File: config.mk
export PLATFORM = sky130hd
export DESIGN_NAME = tgt_byte_buffers
export DESIGN_NICKNAME = d
export VERILOG_FILES = /design/src/rtl/tgt_buf_pkg.sv /design/src/rtl/tgt_buf_ctrl.sv /design/src/rtl/tgt_buf_data.sv /design/src/rtl/tgt_byte_buffers.sv
export SDC_FILE = /design/constraint.sdc
export NUM_CORES = 1
export LEC_CHECK = 0
export BUFFER_PORTS_ARGS = -buffer_cell sky130_fd_sc_hd__clkbuf_2
export CAP_MARGIN = 30
export CORE_UTILIZATION = 51
export CTS_BUF_LIST = sky130_fd_sc_hd__clkbuf_4
export DETAILED_ROUTE_END_ITERATION = 10
export PLACE_DENSITY_LB_ADDON = 0.12
export SLEW_MARGIN = 20
export SYNTH_ARGS = -nofsm -noshare
export SYNTH_HDL_FRONTEND = slang
export SYNTH_HIERARCHICAL = 1
export SYNTH_SLANG_ARGS = --single-unit
File: constraint.sdc
create_clock -name clk -period 2.05 [get_ports clk]
set_input_delay 0.41 -clock clk [delete_from_list [all_inputs] [get_ports clk]]
set_output_delay 0.41 -clock clk [all_outputs]
set_load 0.01 [all_outputs]
File: src/rtl/tgt_buf_pkg.sv
package tgt_buf_pkg;
  // load strobes from control to datapath
  typedef struct packed {
    logic txLoad;
    logic rxLoad;
  } bufStrobe_t;
endpackage

File: src/rtl/tgt_buf_ctrl.sv
module tgt_buf_ctrl
  import tgt_buf_pkg::*;
#(
  parameter int LEN_W = 8
) (
  input  logic             clk,
  input  logic             rstN,
  input  logic             cpuWrEn,
  input  logic             cpuRdEn,
  input  logic             busRdReq,
  input  logic             busWrEn,
  input  logic             privWrite,
  input  logic             xferStart,
  input  logic [LEN_W-1:0] maxWrLen,
  output bufStrobe_t       strb,
  output logic             txEmpty,
  output logic             rxFull,
  output logic             txWriteErr,
  output logic             rxReadErr,
  output logic             txUnderrun,
  output logic             rxOverrun,
  output logic             wrLenOverflow
);
  localparam logic [LEN_W-1:0] CNT_MAX = {LEN_W{1'b1}};

  logic [LEN_W-1:0] wrCount, cntBase, wrCountNext;
  logic             privByte, overLimit;
  logic             txEmptyNext, rxFullNext;

  always_comb begin
    strb.txLoad = cpuWrEn && txEmpty;
    strb.rxLoad = busWrEn && !rxFull;

    txEmptyNext = txEmpty;
    if (txEmpty && cpuWrEn)        txEmptyNext = 1'b0;
    else if (!txEmpty && busRdReq) txEmptyNext = 1'b1;

    rxFullNext = rxFull;
    if (!rxFull && busWrEn)        rxFullNext = 1'b1;
    else if (rxFull && cpuRdEn)    rxFullNext = 1'b0;

    privByte  = busWrEn && privWrite;
    cntBase   = xferStart ? '0 : wrCount;
    overLimit = privByte && (maxWrLen != '0) && (cntBase >= maxWrLen);
    if (privByte) wrCountNext = (cntBase == CNT_MAX) ? CNT_MAX : cntBase + 1'b1;
    else          wrCountNext = cntBase;
  end

  always_ff @(posedge clk) begin
    if (!rstN) begin
      txEmpty       <= 1'b1;
      rxFull        <= 1'b0;
      wrCount       <= '0;
      txWriteErr    <= 1'b0;
      rxReadErr     <= 1'b0;
      txUnderrun    <= 1'b0;
      rxOverrun     <= 1'b0;
      wrLenOverflow <= 1'b0;
    end else begin
      txEmpty       <= txEmptyNext;
      rxFull        <= rxFullNext;
      wrCount       <= wrCountNext;
      txWriteErr    <= cpuWrEn && !txEmpty;
      rxReadErr     <= cpuRdEn && !rxFull;
      txUnderrun    <= busRdReq && txEmpty;
      rxOverrun     <= busWrEn && rxFull;
      wrLenOverflow <= overLimit;
    end
  end

  // a write into an empty slot leaves it loaded next cycle
  p_tx_load_r2: assert property (@(posedge clk) disable iff (!rstN)
    (cpuWrEn && txEmpty) |=> !txEmpty);
  // a write into a loaded slot is reported
  p_tx_wr_err_r3: assert property (@(posedge clk) disable iff (!rstN)
    (cpuWrEn && !txEmpty) |=> txWriteErr);
  // a bus write into an unloaded slot leaves it full
  p_rx_load_r4: assert property (@(posedge clk) disable iff (!rstN)
    (busWrEn && !rxFull) |=> rxFull);
  // reading an unloaded slot is reported and it stays unloaded
  p_rd_err_r5: assert property (@(posedge clk) disable iff (!rstN)
    (cpuRdEn && !rxFull && !busWrEn) |=> (rxReadErr && !rxFull));
  // bus read of an empty slot is reported
  p_underrun_r6: assert property (@(posedge clk) disable iff (!rstN)
    (busRdReq && txEmpty) |=> txUnderrun);
  // bus write into a full slot is reported and the slot stays full
  p_overrun_r7: assert property (@(posedge clk) disable iff (!rstN)
    (busWrEn && rxFull && !cpuRdEn) |=> (rxOverrun && rxFull));
  // zero maximum length never flags
  p_zero_len_r9: assert property (@(posedge clk) disable iff (!rstN)
    (maxWrLen == '0) |=> !wrLenOverflow);
  // a saturated count stays saturated until a new start
  p_sat_r10: assert property (@(posedge clk) disable iff (!rstN)
    (wrCount == CNT_MAX && !xferStart) |=> (wrCount == CNT_MAX));
  // a strobe is only present right after its own access
  p_one_cycle_r11: assert property (@(posedge clk) disable iff (!rstN)
    txUnderrun |-> $past(busRdReq));
endmodule

File: src/rtl/tgt_buf_data.sv
module tgt_buf_data
  import tgt_buf_pkg::*;
#(
  parameter int DATA_W = 8
) (
  input  logic              clk,
  input  logic              rstN,
  input  bufStrobe_t        strb,
  input  logic              txEmpty,
  input  logic [DATA_W-1:0] cpuWrData,
  input  logic [DATA_W-1:0] busWrData,
  output logic [DATA_W-1:0] cpuRdData,
  output logic [DATA_W-1:0] busRdData
);
  localparam logic [DATA_W-1:0] UNDERRUN_FILL = {DATA_W{1'b1}};

  logic [DATA_W-1:0] txByte, rxByte;

  always_ff @(posedge clk) begin
    if (!rstN) begin
      txByte <= '0;
      rxByte <= '0;
    end else begin
      if (strb.txLoad) txByte <= cpuWrData;
      if (strb.rxLoad) rxByte <= busWrData;
    end
  end

  assign cpuRdData = rxByte;
  assign busRdData = txEmpty ? UNDERRUN_FILL : txByte;

  // the transmit byte only changes on an accepted load
  p_tx_hold_r3: assert property (@(posedge clk) disable iff (!rstN)
    !strb.txLoad |=> $stable(txByte));
  // the receive byte only changes on an accepted load
  p_rx_hold_r7: assert property (@(posedge clk) disable iff (!rstN)
    !strb.rxLoad |=> $stable(rxByte));
endmodule

File: src/rtl/tgt_byte_buffers.sv
module tgt_byte_buffers
  import tgt_buf_pkg::*;
#(
  parameter int DATA_W = 8,
  parameter int LEN_W  = 8
) (
  input  logic              clk,
  input  logic              rstN,
  input  logic              cpuWrEn,
  input  logic [DATA_W-1:0] cpuWrData,
  input  logic              cpuRdEn,
  output logic [DATA_W-1:0] cpuRdData,
  output logic              txEmpty,
  output logic              rxFull,
  input  logic              busRdReq,
  output logic [DATA_W-1:0] busRdData,
  input  logic              busWrEn,
  input  logic [DATA_W-1:0] busWrData,
  input  logic              privWrite,
  input  logic              xferStart,
  input  logic [LEN_W-1:0]  maxWrLen,
  output logic              txWriteErr,
  output logic              rxReadErr,
  output logic              txUnderrun,
  output logic              rxOverrun,
  output logic              wrLenOverflow
);
  bufStrobe_t strb;

  tgt_buf_ctrl #(.LEN_W(LEN_W)) u_ctrl (
    .clk(clk), .rstN(rstN),
    .cpuWrEn(cpuWrEn), .cpuRdEn(cpuRdEn),
    .busRdReq(busRdReq), .busWrEn(busWrEn),
    .privWrite(privWrite), .xferStart(xferStart), .maxWrLen(maxWrLen),
    .strb(strb), .txEmpty(txEmpty), .rxFull(rxFull),
    .txWriteErr(txWriteErr), .rxReadErr(rxReadErr),
    .txUnderrun(txUnderrun), .rxOverrun(rxOverrun),
    .wrLenOverflow(wrLenOverflow)
  );

  tgt_buf_data #(.DATA_W(DATA_W)) u_data (
    .clk(clk), .rstN(rstN), .strb(strb), .txEmpty(txEmpty),
    .cpuWrData(cpuWrData), .busWrData(busWrData),
    .cpuRdData(cpuRdData), .busRdData(busRdData)
  );
endmodule

### Yosys cells after proc, flatten, opt, wreduce, memory -nomap -nowiden

Index checks and enable logic that the tools add are counted.

* register bits: 31
* input port bits: 32

* add/subtract/negate cells: 1
* $lt $le $gt $ge: 1
* eq/ne operators: 1
* multiplexer cells: 8
* reduce and logical (&&, ||, !) cells: 16

Operator list (count)
* $mux W8: 4
* $logic_and A1 B1 Y1: 11
* $add A8 B1 Y8 const B: 1
* $eq A8 B8 Y1 const B: 1
* $ge A8 B8 Y1: 1
* $reduce_bool A8 Y1: 1
* $mux W1: 4
* $reduce_bool A2 Y1: 2
* $logic_not A1 Y1: 2

### Logic depth before layout (Yosys ltp)

Gate-level depths: netlist of the first run.

* word-level depth: 4
* mapped depth: 8
* mapped depth without buffers: 7

### Cells and area by module

The synthesis of the first run kept the hierarchy.

Modules (own cells, without submodules)
* tgt_buf_ctrl: instances 1, cells an instance 106, area each 939.7 sq um
* tgt_buf_data: instances 1, cells an instance 59, area each 658.1 sq um

### Least setup slack after synthesis of the first run

Ideal clock, no wire load.

* path type: in2reg
* start: in xferStart
* end: reg u_ctrl.wrLenOverflow
* arrival: 1.757 ns
* setup slack: 0.224 ns
* stages on the path: 7
* buffers on the path: 1
* cells stage by stage: buf_2 -> nor2b_1 -> ha_1 -> and3_1 -> nand3_1 -> or4_1 -> a21oi_1

* word-level cells in the longest chain between the ends: 3

RTL lines
* start: declaration: RTL line tgt_byte_buffers.sv:20 `input logic xferStart,`
* $mux W8: RTL line tgt_buf_ctrl.sv:43 `cntBase = xferStart ? '0 : wrCount;`
* $ge A8 B8 Y1: RTL line tgt_buf_ctrl.sv:44 `overLimit = privByte && (maxWrLen != '0) && (cntBase >= maxWrLen);`
* $logic_and A1 B1 Y1: RTL line tgt_buf_ctrl.sv:44
* end signal: assignment: RTL line tgt_buf_ctrl.sv:67 `wrLenOverflow <= overLimit;`
* end: declaration: RTL line tgt_buf_ctrl.sv:22 `output logic wrLenOverflow`

Every way passes these cells.
A chain may end at the register's enable or synchronous reset.

### Worst setup path after layout of the first run

* start: reg u_ctrl.wrCount[6]
* end: reg u_ctrl.wrLenOverflow

* word-level cells in the longest chain between the ends: 3

RTL lines
* start: declaration: RTL line tgt_buf_ctrl.sv:26 `logic [LEN_W-1:0] wrCount, cntBase, wrCountNext;`
* start signal: assignment: RTL line tgt_buf_ctrl.sv:62 `wrCount <= wrCountNext;`
* $mux W8: RTL line tgt_buf_ctrl.sv:43
* $ge A8 B8 Y1: RTL line tgt_buf_ctrl.sv:44
* $logic_and A1 B1 Y1: RTL line tgt_buf_ctrl.sv:44

Every way passes these cells.

==> reports/qor.txt, run 1 <==
Final #Nets: 262
LEAKAGE: 1.01 nW
Fillers: 234
Clk pin slew, worst setup/hold paths: 90 ps
Failing checks: DRC
Die height: 58.0 um
Via density: 5.12
Avg Cell Area, Syn: 9.68 um^2
Routed WL per cell: 12.0 um
Pin count of the biggest net entering global routing: 33
Commonest non-fill, non-tap cell in the layout: clkbuf_2
Synthesized flop and latch total: 31
Yosys top cell by area: dfxtp_1
Slowest cell on the critical path: or4_1
Clock skew: 2.48 ps
WS Path Type: flip-flop to flip-flop
Critical path launch point type: flip-flop
Crit path launch: u_ctrl/wrCount[6]
Post-DRT Antenna Nets: 0
Final period util: 87.5%
CTS Buf Count: 5
Worst slack, placed: 19.8 ps
CP required: 2310 ps
Final setup violation count: 0
CP endpoint kind: flip-flop
Clock Latency Late Sink: 320 ps
Worst-Margin Slew: 504 ps
Register Area: 621 um^2
GRT overflow: 0
Initial core utilization: 56.0%
Most frequent cells in the layout: 54 x clkbuf_2, 31 x dfxtp_1, 22 x nor2b_1
Initial antenna violation count: 0
Vias after detailed routing: 1300
Worst min-delay path class: input pin to flip-flop
Status: finished, violations left
Final Hold Violating Endpoints: 0
Library cells used by synthesis: 38
Yosys top cell area share: 38.8%
Sequential share of the synthesized area: 38.8%
Vias in the first global route: 1261
CTS H-tree depth: 2
Maximum VDD drop: 0.472 mV
Min setup slack post-route: 257 ps
Diode count: 0
Post-CTS setup buffers: 0
Fin. max-slew vios: 0
Mapped cell area: 0.00160 mm^2
Final GP Congestion: 0.799
CTS tree: yes
Post-Route WL: 3.04 mm
Multi-input combinational cell area: 896 um^2
Syn Nets: 205
Worst Path Max Fanout: 4
Row cnt: 19
Post-CTS sizing: 0
Fin crit period: 1790 ps
Worst r2r src: u_ctrl/wrCount[6]
All-layer global routing usage: 21.3%
Area Overhead vs Synth: 22.3%
Max stage delay on crit path: 510 ps
Max-Cap Viols: 0
First-pass detailed-route iteration total: 7
Total die area: 0.00336 mm^2
Layout cells sized above 1: 35.0%
Fmax: 558 MHz
Root Buffer: clkbuf_4
CTS Buffer Depth: 2
Num ports: 55
Unrepaired setup endpoints after global routing: false
Worst-path cell chain: nor2b_1 > ha_1 > and3_1 > nand3_1 > or4_1 > a21oi_1
DRT iter0 DRCs: 35
Power Density: 656 mW/mm^2
Die width: 58.0 um
Worst path arrival time: 2050 ps
Sink Count: 31
Top post-synthesis cells by area: dfxtp_1 39%, mux2i_1 10%, nor2b_1 8.6%
Yosys warning count: 6
Core Region: 0.00285 mm^2
Syn Inst Count: 165
Post-DP HPWL: 2.39 mm
DRC viols: 5
Slew headroom: 66.4%
Hold path startpoint: cpuWrEn
Setup TNS: 0 ps
CTS hold repair buffers: 0
IO buf count: 54
Global-route wire length before repair: 5.37 mm
-- cell type report --
| type | count | share of cell area [%] |
|---|---|---|
| multi-input combinational | 118 | 45.8 |
| sequential | 31 | 31.8 |
| timing repair buffer | 56 | 14.6 |
| clock inverter | 3 | 1.98 |
| tap | 31 | 1.98 |
| clock buffer | 5 | 1.92 |
| inverter | 10 | 1.92 |
-- stage by stage --
step                instances  cell area (um^2)  hold slack, ps  total power [mW]  utilization, %
CTS                       254              1950             273              1.30            68.5
global route              254              1950             286              1.36            68.5
finish                    254              1950             289              1.28            68.5
floorplan                 165              1600             474             0.772               -
global placement          246              1880             455             0.836            65.8
detailed placement        246              1880             471             0.845            65.8
-- cell families (layout without fill, tap and decap cells) --
logic type	count (synthesis)	count (layout)	synth area share, %
AO/OA/AOI/OAI	16	16	7.36
XOR/XNOR	5	5	2.74
adder cells (fa/ha/maj)	8	8	6.26
buffers and inverters	16	74	5.09
flip-flops	31	31	38.8
multiplexers	16	16	10.0
AND/OR/NAND/NOR	73	73	29.7
-- worst paths after layout --
kind	endpoint	slack, ps	depth (start not counted)
min reg2reg	u_ctrl/rxReadErr	490	1
min	u_ctrl/txWriteErr	290	3
max reg2reg	u_ctrl/wrLenOverflow	260	6
max	u_ctrl/wrLenOverflow	260	6
-- per-layer routing --
| layer | GRT usage, % | vias up | share of wire [%] |
|---|---|---|---|
| li1 | - | 679 | - |
| met1 | 25.2 | 574 | 45 |
| met2 | 35.5 | 39 | 47 |
| met3 | 6.25 | 8 | 5.8 |
| met4 | 10.2 | 0 | 2.2 |
| met5 | 0 | - | 0 |
-- sequential cells by signal, summed over array words and instances (netlist names) --
| name | flops |
|---|---|
| u_ctrl/txWriteErr | 1 |
| u_ctrl/wrLenOverflow | 1 |
| u_ctrl/rxOverrun | 1 |
| u_ctrl/rxReadErr | 1 |
| u_ctrl/txEmpty | 1 |
| u_ctrl/rxFull | 1 |
| u_ctrl/txUnderrun | 1 |
| u_data/cpuRdData | 8 |
| u_ctrl/wrCount | 8 |
| u_data/txByte | 8 |
-- cell usage after synthesis, drive strengths merged --
master / count
buf: 5
ha: 8
a211oi: 2
nand2: 6
dfxtp: 31
nand4b: 1
o21ai: 2
inv: 10
o211a: 2
nor4: 5
and2: 3
xor2: 3
mux2i: 16
and3: 4
nand3b: 3
clkbuf: 1
o31a: 1
or4: 1
xnor2: 2
nor2b: 22
a21o: 2
nand4: 2
and2b: 1
nand2b: 6
nor2: 7
nand3: 3
a221oi: 1
o21a: 4
or2: 8
a21oi: 2
nor3: 1
-- worst max-delay path, delay by kind of cell (launching register included) --
kind | cells | cell delay (ps)
and+or+nand+nor | 4 | 1040
DFF | 1 | 360
adders and majority gates | 1 | 180
AOI/OAI and AO/OA | 1 | 150
-- where the power goes --
group | total (mW) | internal, mW | leakage, nW | switching, mW
registers | 0.647 | 0.630 | 0.254 | 0.0169
clock network | 0.453 | 0.251 | 0.0426 | 0.203
logic | 0.182 | 0.0945 | 0.712 | 0.0877
(Power assumes the default switching activity.)
==> run 2, diff against run 1 <==
--- a/config.mk
+++ b/config.mk
@@ -7,6 +7,7 @@
 export LEC_CHECK = 0
 export BUFFER_PORTS_ARGS = -buffer_cell sky130_fd_sc_hd__clkbuf_2
 export CAP_MARGIN = 30
+export CORE_ASPECT_RATIO = 0.75
 export CORE_UTILIZATION = 51
 export CTS_BUF_LIST = sky130_fd_sc_hd__clkbuf_4
 export DETAILED_ROUTE_END_ITERATION = 10
==> run 2 against run 1 <==
Compared with the run above:
- the flow now finishes without violations
- die area is essentially flat
- combinational power is essentially flat
- final area shrank 0.77%
==> reports/qor.txt, run 2 (synthesis gave the netlist of run 1 again) <==
Via density: 4.98
CTS Buf Count: 5
Post-DRT Antenna Nets: 0
Worst min-delay path class: input pin to flip-flop
Final #Nets: 262
GRT overflow: 0
Pin count of the biggest net entering global routing: 33
Setup TNS: 0 ps
Layout cells sized above 1: 35.4%
Vias in the first global route: 1167
Fin crit period: 1820 ps
CP endpoint kind: flip-flop
Routed WL per cell: 11.8 um
DP Cell Count: 253
CTS hold repair buffers: 0
Most frequent cells in the layout: 54 x clkbuf_2, 31 x dfxtp_1, 22 x nor2b_1
First-pass detailed-route iteration total: 4
Post-CTS setup buffers: 0
Total die area: 0.00336 mm^2
Die width: 66.6 um
LEAKAGE: 1.00 nW
Initial antenna violation count: 0
Unrepaired setup endpoints after global routing: false
DRC viols: 0
Worst-Margin Slew: 520 ps
All-layer global routing usage: 20.6%
Clk pin slew, worst setup/hold paths: 90 ps
Power Density: 600 mW/mm^2
Diode count: 0
Global-route wire length before repair: 5.05 mm
Core Region: 0.00296 mm^2
Worst Path Max Fanout: 4
Worst path arrival time: 2080 ps
Area Overhead vs Synth: 21.4%
Row cnt: 17
Sink Count: 31
Fin. max-slew vios: 0
CP required: 2310 ps
Post-DP HPWL: 2.33 mm
IO buf count: 54
Post-CTS sizing: 0
Critical path launch point type: flip-flop
Fmax: 549 MHz
WS Path Type: flip-flop to flip-flop
Slew headroom: 65.3%
Initial core utilization: 54.0%
Final Hold Violating Endpoints: 0
Final setup violation count: 0
Final std cells w/o fill: 261
Commonest non-fill, non-tap cell in the layout: clkbuf_2
Vias after detailed routing: 1299
Die height: 50.5 um
CTS tree: yes
Root Buffer: clkbuf_4
Clock skew: 9.81 ps
Final GP Congestion: 0.823
Clock Latency Late Sink: 330 ps
Num ports: 55
Multi-input combinational cell area: 896 um^2
CTS H-tree depth: 2
Post-Route WL: 3.09 mm
Register Area: 621 um^2
DRT iter0 DRCs: 44
Fillers: 245
Final period util: 88.9%
Max-Cap Viols: 0
CTS Buffer Depth: 2
Status: completed
Maximum VDD drop: 0.473 mV
[run 2: cell types whose count changed in the layout (fill, tap and decap cells not counted)]
cell	delta
bufinv_16	-1
clkinv_2	+2
clkinv_1	-1
[run 2: worst max-delay path: stages, from the launching register on]
cell     delay (ps)
dfxtp_1         360
nor2b_1         290
ha_1            200
and3_1          180
nand3_1          80
or4_1           510
a21oi_1         140
[run 2: report_power, final]
part	internal [mW]	switching, mW	total [mW]
Clock	0.127	0.208	0.335
Sequential	0.630	0.0167	0.647
Combinational	0.0946	0.0868	0.181
Total	0.852	0.311	1.16
[run 2: layout make-up]
| cell class | count | share of cell area (%) |
|---|---|---|
| well taps | 38 | 2.45 |
| clock buffers | 5 | 1.94 |
| repair buffers | 56 | 14.7 |
| flip-flops and latches | 31 | 32.0 |
| clock inverters | 3 | 0.774 |
| inverters | 10 | 1.94 |
| multi-input cells | 118 | 46.2 |
[run 2: per-stage QoR]
stage	hold slack, ps	power (mW)	setup WS (ps)	utilization [%]	cell area (um^2)
after global routing	272	1.23	39.8	65.6	1940
final	286	1.16	227	65.6	1940
after floorplan	474	0.772	224	-	1600
after CTS	272	1.18	274	65.6	1940
after detailed placement	483	0.844	60.0	63.8	1890
after global placement	464	0.836	78.6	63.8	1890
[run 2: layer usage]
metal | vias to the layer above | track usage, % | share of wire (%)
li1 | 673 | - | -
met1 | 582 | 26.5 | 49
met2 | 36 | 30.1 | 44
met3 | 8 | 7.05 | 5.5
met4 | 0 | 11.0 | 1.8
met5 | - | 0 | 0
[run 2: path summary, 6_finish.rpt]
check | startpoint | to | slack, ps | cells past startpoint
setup / recovery | u_ctrl/wrCount[6] | u_ctrl/wrLenOverflow | 230 | 6
setup reg to reg | u_ctrl/wrCount[6] | u_ctrl/wrLenOverflow | 230 | 6
hold / removal | cpuWrEn | u_ctrl/txWriteErr | 290 | 3
hold reg to reg | u_ctrl/rxFull | u_ctrl/rxReadErr | 500 | 1
==> run 3, diff against run 2 <==
==> constraint.sdc (replaced) <==
create_clock -name clk -period 2 [get_ports clk]
set_input_delay 0.4 -clock clk [delete_from_list [all_inputs] [get_ports clk]]
set_output_delay 0.4 -clock clk [all_outputs]
set_load 0.01 [all_outputs]
==> run 3 against run 2 <==
Compared with the run above:
- total power up 2.5%
- die area unchanged
- critical endpoint unchanged
- maximum frequency is 2.2% higher
- non-clock buffer count unchanged
- largest power group unchanged
- highest routed layer unchanged
==> reports/qor.txt, run 3 (synthesis gave the netlist of run 1 again) <==
Status: completed
Total die area: 0.00336 mm^2
Fin. max-slew vios: 0
Global-route wire length before repair: 5.05 mm
CP endpoint kind: flip-flop
DRT iter0 DRCs: 44
Post-DRT Antenna Nets: 0
CTS H-tree depth: 2
Layout cells sized above 1: 35.9%
Final period util: 89.2%
DRC viols: 0
Worst path arrival time: 2040 ps
All-layer global routing usage: 20.6%
Most frequent cells in the layout: 54 x clkbuf_2, 31 x dfxtp_1, 21 x nor2b_1
Root Buffer: clkbuf_4
Row cnt: 17
Die width: 66.6 um
Fmax: 561 MHz
Vias in the first global route: 1167
GRT overflow: 0
Design Area, Final: 0.00194 mm^2
Unrepaired setup endpoints after global routing: false
Fin crit period: 1780 ps
Area after DPL: 0.00189 mm^2
Clk pin slew, worst setup/hold paths: 90 ps
CTS Buffer Depth: 2
LEAKAGE: 1.00 nW
WS Path Type: flip-flop to flip-flop
Critical path launch point type: flip-flop
Post-Route WL: 3.09 mm
Final #Nets: 262
Post-DP HPWL: 2.33 mm
Commonest non-fill, non-tap cell in the layout: clkbuf_2
Final GP Congestion: 0.823
Worst Path Max Fanout: 4
Maximum VDD drop: 0.485 mV
WHS: 277 ps
Initial core utilization: 54.0%
IO buf count: 54
Post-CTS setup buffers: 0
Max-Cap Viols: 0
CTS tree: yes
Power Density: 614 mW/mm^2
Num ports: 55
Worst-Margin Slew: 522 ps
Min setup slack post-route: 217 ps
Diode count: 0
Worst slack, placed: 20.0 ps
Pin count of the biggest net entering global routing: 33
Clock skew: 9.80 ps
Via density: 5.03
CP required: 2260 ps
Initial antenna violation count: 0
Clock Latency Late Sink: 330 ps
Fillers: 244
Die height: 50.5 um
First-pass detailed-route iteration total: 4
Final setup violation count: 0
Sink Count: 31
Slew headroom: 65.2%
Area Overhead vs Synth: 21.5%
Worst min-delay path class: input pin to flip-flop
Core Region: 0.00296 mm^2
Final Hold Violating Endpoints: 0
CTS Buf Count: 5
Vias after detailed routing: 1314
Setup TNS: 0 ps
Routed WL per cell: 11.8 um
run 3: changes by cell type in the layout (fill, tap and decap cells not counted):
cell	before	now
nor2b_1	22	21
nor2b_2	0	1
run 3: area by class of cell:
cell class / count / area, um^2 / share of cell area, %
multi-input combinational: 118 / 898 / 46.3
tap: 38 / 47.5 / 2.45
sequential: 31 / 621 / 32.0
timing repair buffer: 56 / 285 / 14.7
clock inverter: 3 / 15.0 / 0.773
inverter: 10 / 37.5 / 1.93
clock buffer: 5 / 37.5 / 1.93
run 3: routing by layer:
metal | global-route usage (%) | wire length, um | vias to the layer above
li1 | - | - | 673
met1 | 26.5 | 1510 | 593
met2 | 30.1 | 1350 | 40
met3 | 7.05 | 172 | 8
met4 | 11.0 | 57 | 0
met5 | 0 | 0 | -
run 3: final timing paths:
kind | startpoint | to | slack (ps) | depth (start not counted)
setup / recovery | u_ctrl/wrCount[6] | u_ctrl/wrLenOverflow | 220 | 6
hold / removal | cpuWrEn | u_ctrl/txWriteErr | 280 | 3
setup reg to reg | u_ctrl/wrCount[6] | u_ctrl/wrLenOverflow | 220 | 6
hold reg to reg | u_ctrl/rxFull | u_ctrl/rxReadErr | 500 | 1
run 3: where the power goes:
part,internal [mW],total [mW],switching (mW)
Combinational,0.0970,0.186,0.0893
Sequential,0.646,0.663,0.0171
Clock,0.131,0.343,0.213
Total,0.873,1.19,0.319
run 3: critical path, cell delays in order, from the launching register on:
cell and delay, ps:
dfxtp_1 330, nor2b_2 180, ha_1 300, and3_1 180, nand3_1 80, or4_1 510, a21oi_1 140
run 3: what timing repair did:
item | in CTS | in global routing
setup endpoints to repair | 0 | 1
hold buffers | 0 | 0
gates resized for setup | 0 | 1
run 3: per-stage QoR:
step / power, mW / instances / utilization, %
global placement: 0.857 / 253 / 63.8
detailed placement: 0.865 / 253 / 63.8
finish: 1.19 / 261 / 65.7
floorplan: 0.791 / 165 / -
global route: 1.26 / 261 / 65.7
CTS: 1.21 / 261 / 65.6
